--- src/rtl/irqg_pkg.sv ---
package irqg_pkg;
   localparam int REG_W   = 32;
   localparam int HALF_W  = 16;
   localparam int BYTES_W = REG_W / 8;
   typedef logic [REG_W-1:0] reg_word_t;
endpackage

--- src/rtl/irqg_src_cell.sv ---
module irqg_src_cell (
   input  logic clk,
   input  logic rst_n,
   input  logic src_i,
   input  logic en_we_i,
   input  logic en_wd_i,
   input  logic clr_i,
   output logic en_o,
   output logic st_o
);
   logic src_q;
   logic en_q;
   logic st_q;
   logic rise;

   assign rise = src_i & ~src_q;

   always_ff @(posedge clk or negedge rst_n) begin
      if (!rst_n) begin
         src_q <= 1'b0;
         en_q  <= 1'b0;
         st_q  <= 1'b0;
      end else begin
         src_q <= src_i;
         if (en_we_i) en_q <= en_wd_i;
         if (rise)       st_q <= 1'b1;
         else if (clr_i) st_q <= 1'b0;
      end
   end

   assign en_o = en_q;
   assign st_o = st_q;

   // status holds unless a 1 is written to it
   assert_status_hold_R3: assert property (@(posedge clk) disable iff (!rst_n)
      (st_q && !clr_i) |=> st_q);

   // event beats a same-cycle clear
   assert_set_wins_R7: assert property (@(posedge clk) disable iff (!rst_n)
      (rise && clr_i) |=> st_q);

   // enable changes only through its own write
   assert_enable_stable_R4: assert property (@(posedge clk) disable iff (!rst_n)
      !en_we_i |=> $stable(en_q));

   // a seen edge always leaves the flag set
   assert_edge_sets_R6: assert property (@(posedge clk) disable iff (!rst_n)
      rise |=> st_q);
endmodule

--- src/rtl/irqg_summary.sv ---
module irqg_summary #(
   parameter int NUM_SRC = 7
) (
   input  logic [NUM_SRC-1:0] st_i,
   input  logic [NUM_SRC-1:0] en_i,
   output logic               irq_o
);
   assign irq_o = |(st_i & en_i);
endmodule

--- src/rtl/irq_gather.sv ---
module irq_gather #(
   parameter int          NUM_SRC = 7,
   parameter int          SRC_LSB = 0,
   parameter int          ADDR_W  = 8,
   parameter int unsigned REG_OFS = 32'h18
) (
   input  logic                  clk,
   input  logic                  rst_n,
   input  logic [NUM_SRC-1:0]    src_i,
   input  logic [ADDR_W-1:0]     bus_addr,
   input  logic                  bus_we,
   input  logic [31:0]           bus_wdata,
   input  logic [3:0]            bus_be,
   output logic [31:0]           bus_rdata,
   output logic                  irq_o
);
   import irqg_pkg::*;

   localparam logic [ADDR_W-1:0] OFS_A = ADDR_W'(REG_OFS);

   // elaboration-time parameter checks
   if (NUM_SRC < 1) begin : g_bad_count
      $error("irq_gather: NUM_SRC must be at least 1");
   end
   if (SRC_LSB < 0 || SRC_LSB + NUM_SRC > HALF_W) begin : g_bad_field
      $error("irq_gather: source field exceeds the enable half");
   end

   logic              hit_wr;
   logic [NUM_SRC-1:0] en_vec;
   logic [NUM_SRC-1:0] st_vec;
   reg_word_t         reg_val;

   assign hit_wr = bus_we && (bus_addr == OFS_A);

   for (genvar i = 0; i < NUM_SRC; i++) begin : g_src
      localparam int EB = SRC_LSB + i;
      localparam int SB = HALF_W + EB;
      logic en_we;
      logic clr;
      assign en_we = hit_wr && bus_be[EB/8];
      assign clr   = hit_wr && bus_be[SB/8] && bus_wdata[SB];
      irqg_src_cell u_cell (
         .clk     (clk),
         .rst_n   (rst_n),
         .src_i   (src_i[i]),
         .en_we_i (en_we),
         .en_wd_i (bus_wdata[EB]),
         .clr_i   (clr),
         .en_o    (en_vec[i]),
         .st_o    (st_vec[i])
      );
   end

   always_comb begin
      reg_val = '0;
      for (int i = 0; i < NUM_SRC; i++) begin
         reg_val[SRC_LSB + i]          = en_vec[i];
         reg_val[HALF_W + SRC_LSB + i] = st_vec[i];
      end
   end

   assign bus_rdata = (bus_addr == OFS_A) ? reg_val : '0;

   irqg_summary #(.NUM_SRC(NUM_SRC)) u_sum (
      .st_i  (st_vec),
      .en_i  (en_vec),
      .irq_o (irq_o)
   );

   // level output cannot drop without a register write
   assert_irq_level_R5: assert property (@(posedge clk) disable iff (!rst_n)
      (irq_o && !hit_wr) |=> irq_o);

   // writes elsewhere leave the register untouched
   assert_other_addr_R1: assert property (@(posedge clk) disable iff (!rst_n)
      (bus_we && bus_addr != OFS_A && src_i == '0) |=> $stable(reg_val));
endmodule

--- config.mk ---
export PLATFORM = sky130hd
export DESIGN_NAME = irq_gather
export DESIGN_NICKNAME = d
export VERILOG_FILES = /design/src/rtl/irqg_pkg.sv /design/src/rtl/irqg_src_cell.sv /design/src/rtl/irqg_summary.sv /design/src/rtl/irq_gather.sv
export SDC_FILE = /design/constraint.sdc
export NUM_CORES = 1
export LEC_CHECK = 0
export ABC_AREA = 1
export BUFFER_PORTS_ARGS = -buffer_cell sky130_fd_sc_hd__buf_2
export CAP_MARGIN = 15
export CORE_MARGIN = 2
export CORE_UTILIZATION = 30
export CTS_BUF_LIST = sky130_fd_sc_hd__clkbuf_8
export DETAILED_ROUTE_END_ITERATION = 16
export PLACE_DENSITY_LB_ADDON = 0.08
export SLEW_MARGIN = 20
export SYNTH_ARGS = -nofsm -noshare
export SYNTH_HDL_FRONTEND = slang
export SYNTH_SLANG_ARGS = --single-unit
export TNS_END_PERCENT = 5
--- constraint.sdc ---
create_clock -name clk -period 1.3 [get_ports clk]
set_clock_uncertainty 0.15 [all_clocks]
set_input_delay 0.195 -clock clk [delete_from_list [all_inputs] [get_ports clk]]
set_output_delay 0.195 -clock clk [all_outputs]
set_load 0.02 [all_outputs]
==> impl_metrics.py <==
metrics = {
    "synth": {
        "yosys_warnings": 0,
        "synth_area_leaders": "dfrtp_1, buf_4, inv_1",
        "netlist-cell-type-count": 14,
        "yosysTopAreaCell": "dfrtp_1",
        "synthCells": 144,
        "netlist.area_leader.share_pct": 45.75,
        "ys_seq_elements": 21,
        "avgSynthCellArea_um2": 7.976,
        "ys_seq_area_share_pct": 45.75,
        "syn_area_um2": 1149,
    },
    "timing": {
        "setup_viol": 15,
        "hold_viol": 0,
        "setup_tns_ps": -1043,
        "slew_viol_final": 0,
        "rsz0062_at_grt": "yes",
        "worst_slack_ps": -178.1,
        "finalCritPeriodShare_pct": 113.7,
        "min_period_ps": 1478,
        "timing.fmax_mhz": 676.5,
    },
    "cells_and_area": {
        "diodes": 0,
        "syn2layout_area_growth_pct": 52.40,
        "final_cells": 260,
        "fin_area_um2": 1750,
        "fin_nets": 267,
        "drive_gt1_share_pct": 45.75,
    },
    "power_and_ir_drop": {
        "internal-power_mw": 0.9722,
        "power_frac_seq_pct": 51.5,
        "total_power_mw": 1.314,
        "p_leak_nw": 0.9502,
        "power.density_nw_per_um2": 750.8,
        "swShare_pct": 26.03,
        "share_comb_of_total_power_pct": 16.6,
        "peakVddDrop_mv": 0.4322,
        "p_sw_mw": 0.3420,
        "clock_power_share_pct": 31.9,
    },
    "critical_path": {
        "reg2reg_from": "g_src[3].u_cell.en_o",
        "crit_chain": "inv_2, o22ai_2, nor2_1, nand2_1, buf_6",
        "cp.required_ps": 950,
        "cp_slowest_stage_delay_ps": 400,
        "slowest_stage": "dfrtp_1",
        "start_kind": "flop",
        "rrSetupSlack_ps": 400,
        "rr_worst_depth": 3,
        "cp-end-kind": "output port",
        "arrival_ps": 1130,
        "reg2reg_to": "g_src[3].u_cell.en_o",
        "worstSetupPathType": "flop to output port",
        "cp_max_fo": 2,
    },
    "global_route": {
        "antenna_found_initial": 0,
        "grt_max_degree": 22,
        "grt_use_total_pct": 12.95,
        "grt_pass1_vias": 1036,
        "grt_pass1_wl_um": 4264,
        "grt_overflow": 0,
    },
    "floorplan": {
        "fp.dieArea_um2": 4340,
        "core_region_area_um2": 3661,
        "dieWidth_um": 65.88,
        "die-height_um": 65.88,
        "io_pins": 87,
        "initial_core_util_pct": 31.37,
        "num_rows": 22,
    },
    "placed_design": {
        "placed_area_um2": 1505,
        "io_buffers": 48,
        "dpl.hpwl_um": 1969,
        "place.gp.congestion": 0.7451,
        "place_inst": 246,
        "dp_worst_setup_slack_ps": -217.9,
    },
    "detailed_routing": {
        "routedWlPerCell_um": 9.862,
        "drt_iter0_markers": 16,
        "via_per_inst": 3.988,
        "vias": 1037,
        "wl_um": 2564,
        "drt.antenna.violating_nets": 0,
        "drt_pre_antenna_iters": 4,
        "drcViolationCount": 0,
    },
    "hold_path": {
        "whs_endpoint": "g_src[5].u_cell.en_o",
        "min_from": "bus_wdata[5]",
        "whs_path_depth": 3,
        "worstHoldPathType": "input port to flop",
    },
    "cts": {
        "clk_latency_ps": 260,
        "cts_max_path_buffers": 2,
        "cts.clk_slew.worst_paths_ps": 70,
        "cts_num_sinks": 21,
        "ctsRootBufferMaster": "clkbuf_8",
        "cts_made_buffers": 3,
        "cts_tree": "built",
        "htree_levels": 1,
    },
    "run_status": {
        "outcome": "finished with violations",
        "violations": "setup timing",
    },
    "job": {
        "drv_cap": 0,
    },
}
## kinds of logic (layout without fill, tap and decap cells)
logic type | count (synthesis) | count (layout) | synth area share [%]
AO/OA/AOI/OAI | 11 | 11 | 7.407
buffers and inverters | 52 | 103 | 23.86
flip-flops | 21 | 21 | 45.75
other | 1 | 18 | 0.3265
AND/OR/NAND/NOR | 59 | 59 | 22.66
## sequential cells by signal, summed over array words and instances (netlist names)
name / cells
g_src.u_cell.st_o: 7
g_src.u_cell.src_q: 7
g_src.u_cell.en_o: 7
## synth_stat cells
cell      instances
buf_6             1
buf_4            19
nor2_1           19
a21oi_1           1
clkbuf_1          1
nand4_1           7
nor2_4            1
inv_1            31
conb_1            1
nand3_4           1
nand2_1          31
o22ai_1           3
o21ai_2           7
dfrtp_1          21
## per-stage QoR
stage	util [%]	hold slack, ps
2_1_floorplan	-	-250.6
3_3_place_gp	41.11	26.86
3_5_place_dp	41.11	40.30
4_1_cts	46.82	22.75
5_1_grt	47.81	33.86
6_report	47.81	27.87
## area by class of cell
class / count / area [µm²]
Multi-Input combinational cell: 88 / 510.5
Clock buffer: 3 / 41.29
Fill cell: 384 / 1911
Timing Repair Buffer: 68 / 486.7
Tap cell: 48 / 60.06
Clock inverter: 1 / 5.005
Sequential cell: 21 / 525.5
Inverter: 31 / 121.4
## placed cells by master, fill, tap and decap left out, drive strengths merged
master and instances:
a21oi 1, buf 60, clkbuf 3, clkinv 1, conb 18, dfrtp 21, dlygate4sd3 8, inv 31
nand2 31, nand3 1, nand4 7, nor2 20, o21ai 7, o22ai 3
## worst max-delay path by stage
| stage | cells after the start | to | startpoint |
|---|---|---|---|
| final | 5 | irq_o | g_src[1].u_cell.en_o |
| after global routing | 5 | irq_o | g_src[1].u_cell.en_o |
| after CTS | 5 | irq_o | g_src[3].u_cell.st_o |
| after detailed placement | 8 | bus_rdata[0] | bus_addr[3] |
| after global placement | 8 | bus_rdata[0] | bus_addr[3] |
| after floorplan | 7 | bus_rdata[16] | bus_addr[3] |
## power groups by stage
stage / Sequential (mW) / Combinational (mW) / Clock [mW]
6_report: 0.677 / 0.218 / 0.419
5_1_grt: 0.679 / 0.244 / 0.465
4_1_cts: 0.677 / 0.216 / 0.439
3_5_place_dp: 0.689 / 0.188 / 0
3_3_place_gp: 0.689 / 0.184 / 0
2_1_floorplan: 0.688 / 0.141 / 0
## critical path: cells and delay by family, from the launching register on
kind | cells | cell delay [ps]
DFF | 1 | 400
buffers and inverters | 2 | 210
and+or+nand+nor | 2 | 180
AOI/OAI and AO/OA | 1 | 90
## repair_timing
| item | 4_1_cts | 5_1_grt |
|---|---|---|
| endpoints found under the hold margin | 33 | 0 |
| setup endpoints to repair | 15 | 16 |
| pin swaps | 10 | 3 |
| gates cloned | 0 | 0 |
| buffers inserted | 0 | 2 |
| resized for setup | 33 | 7 |
| hold buffers | 8 | 0 |
## layer usage
layer / vias up / track usage, % / share of wire [%]
li1: 529 / - / -
met1: 466 / 13.66 / 42
met2: 40 / 24.87 / 52
met3: 2 / 2.555 / 5.9
met4: 0 / 4.948 / 0.74
met5: - / 0 / 0
No activity file was read; power rests on OpenSTA's default activity.
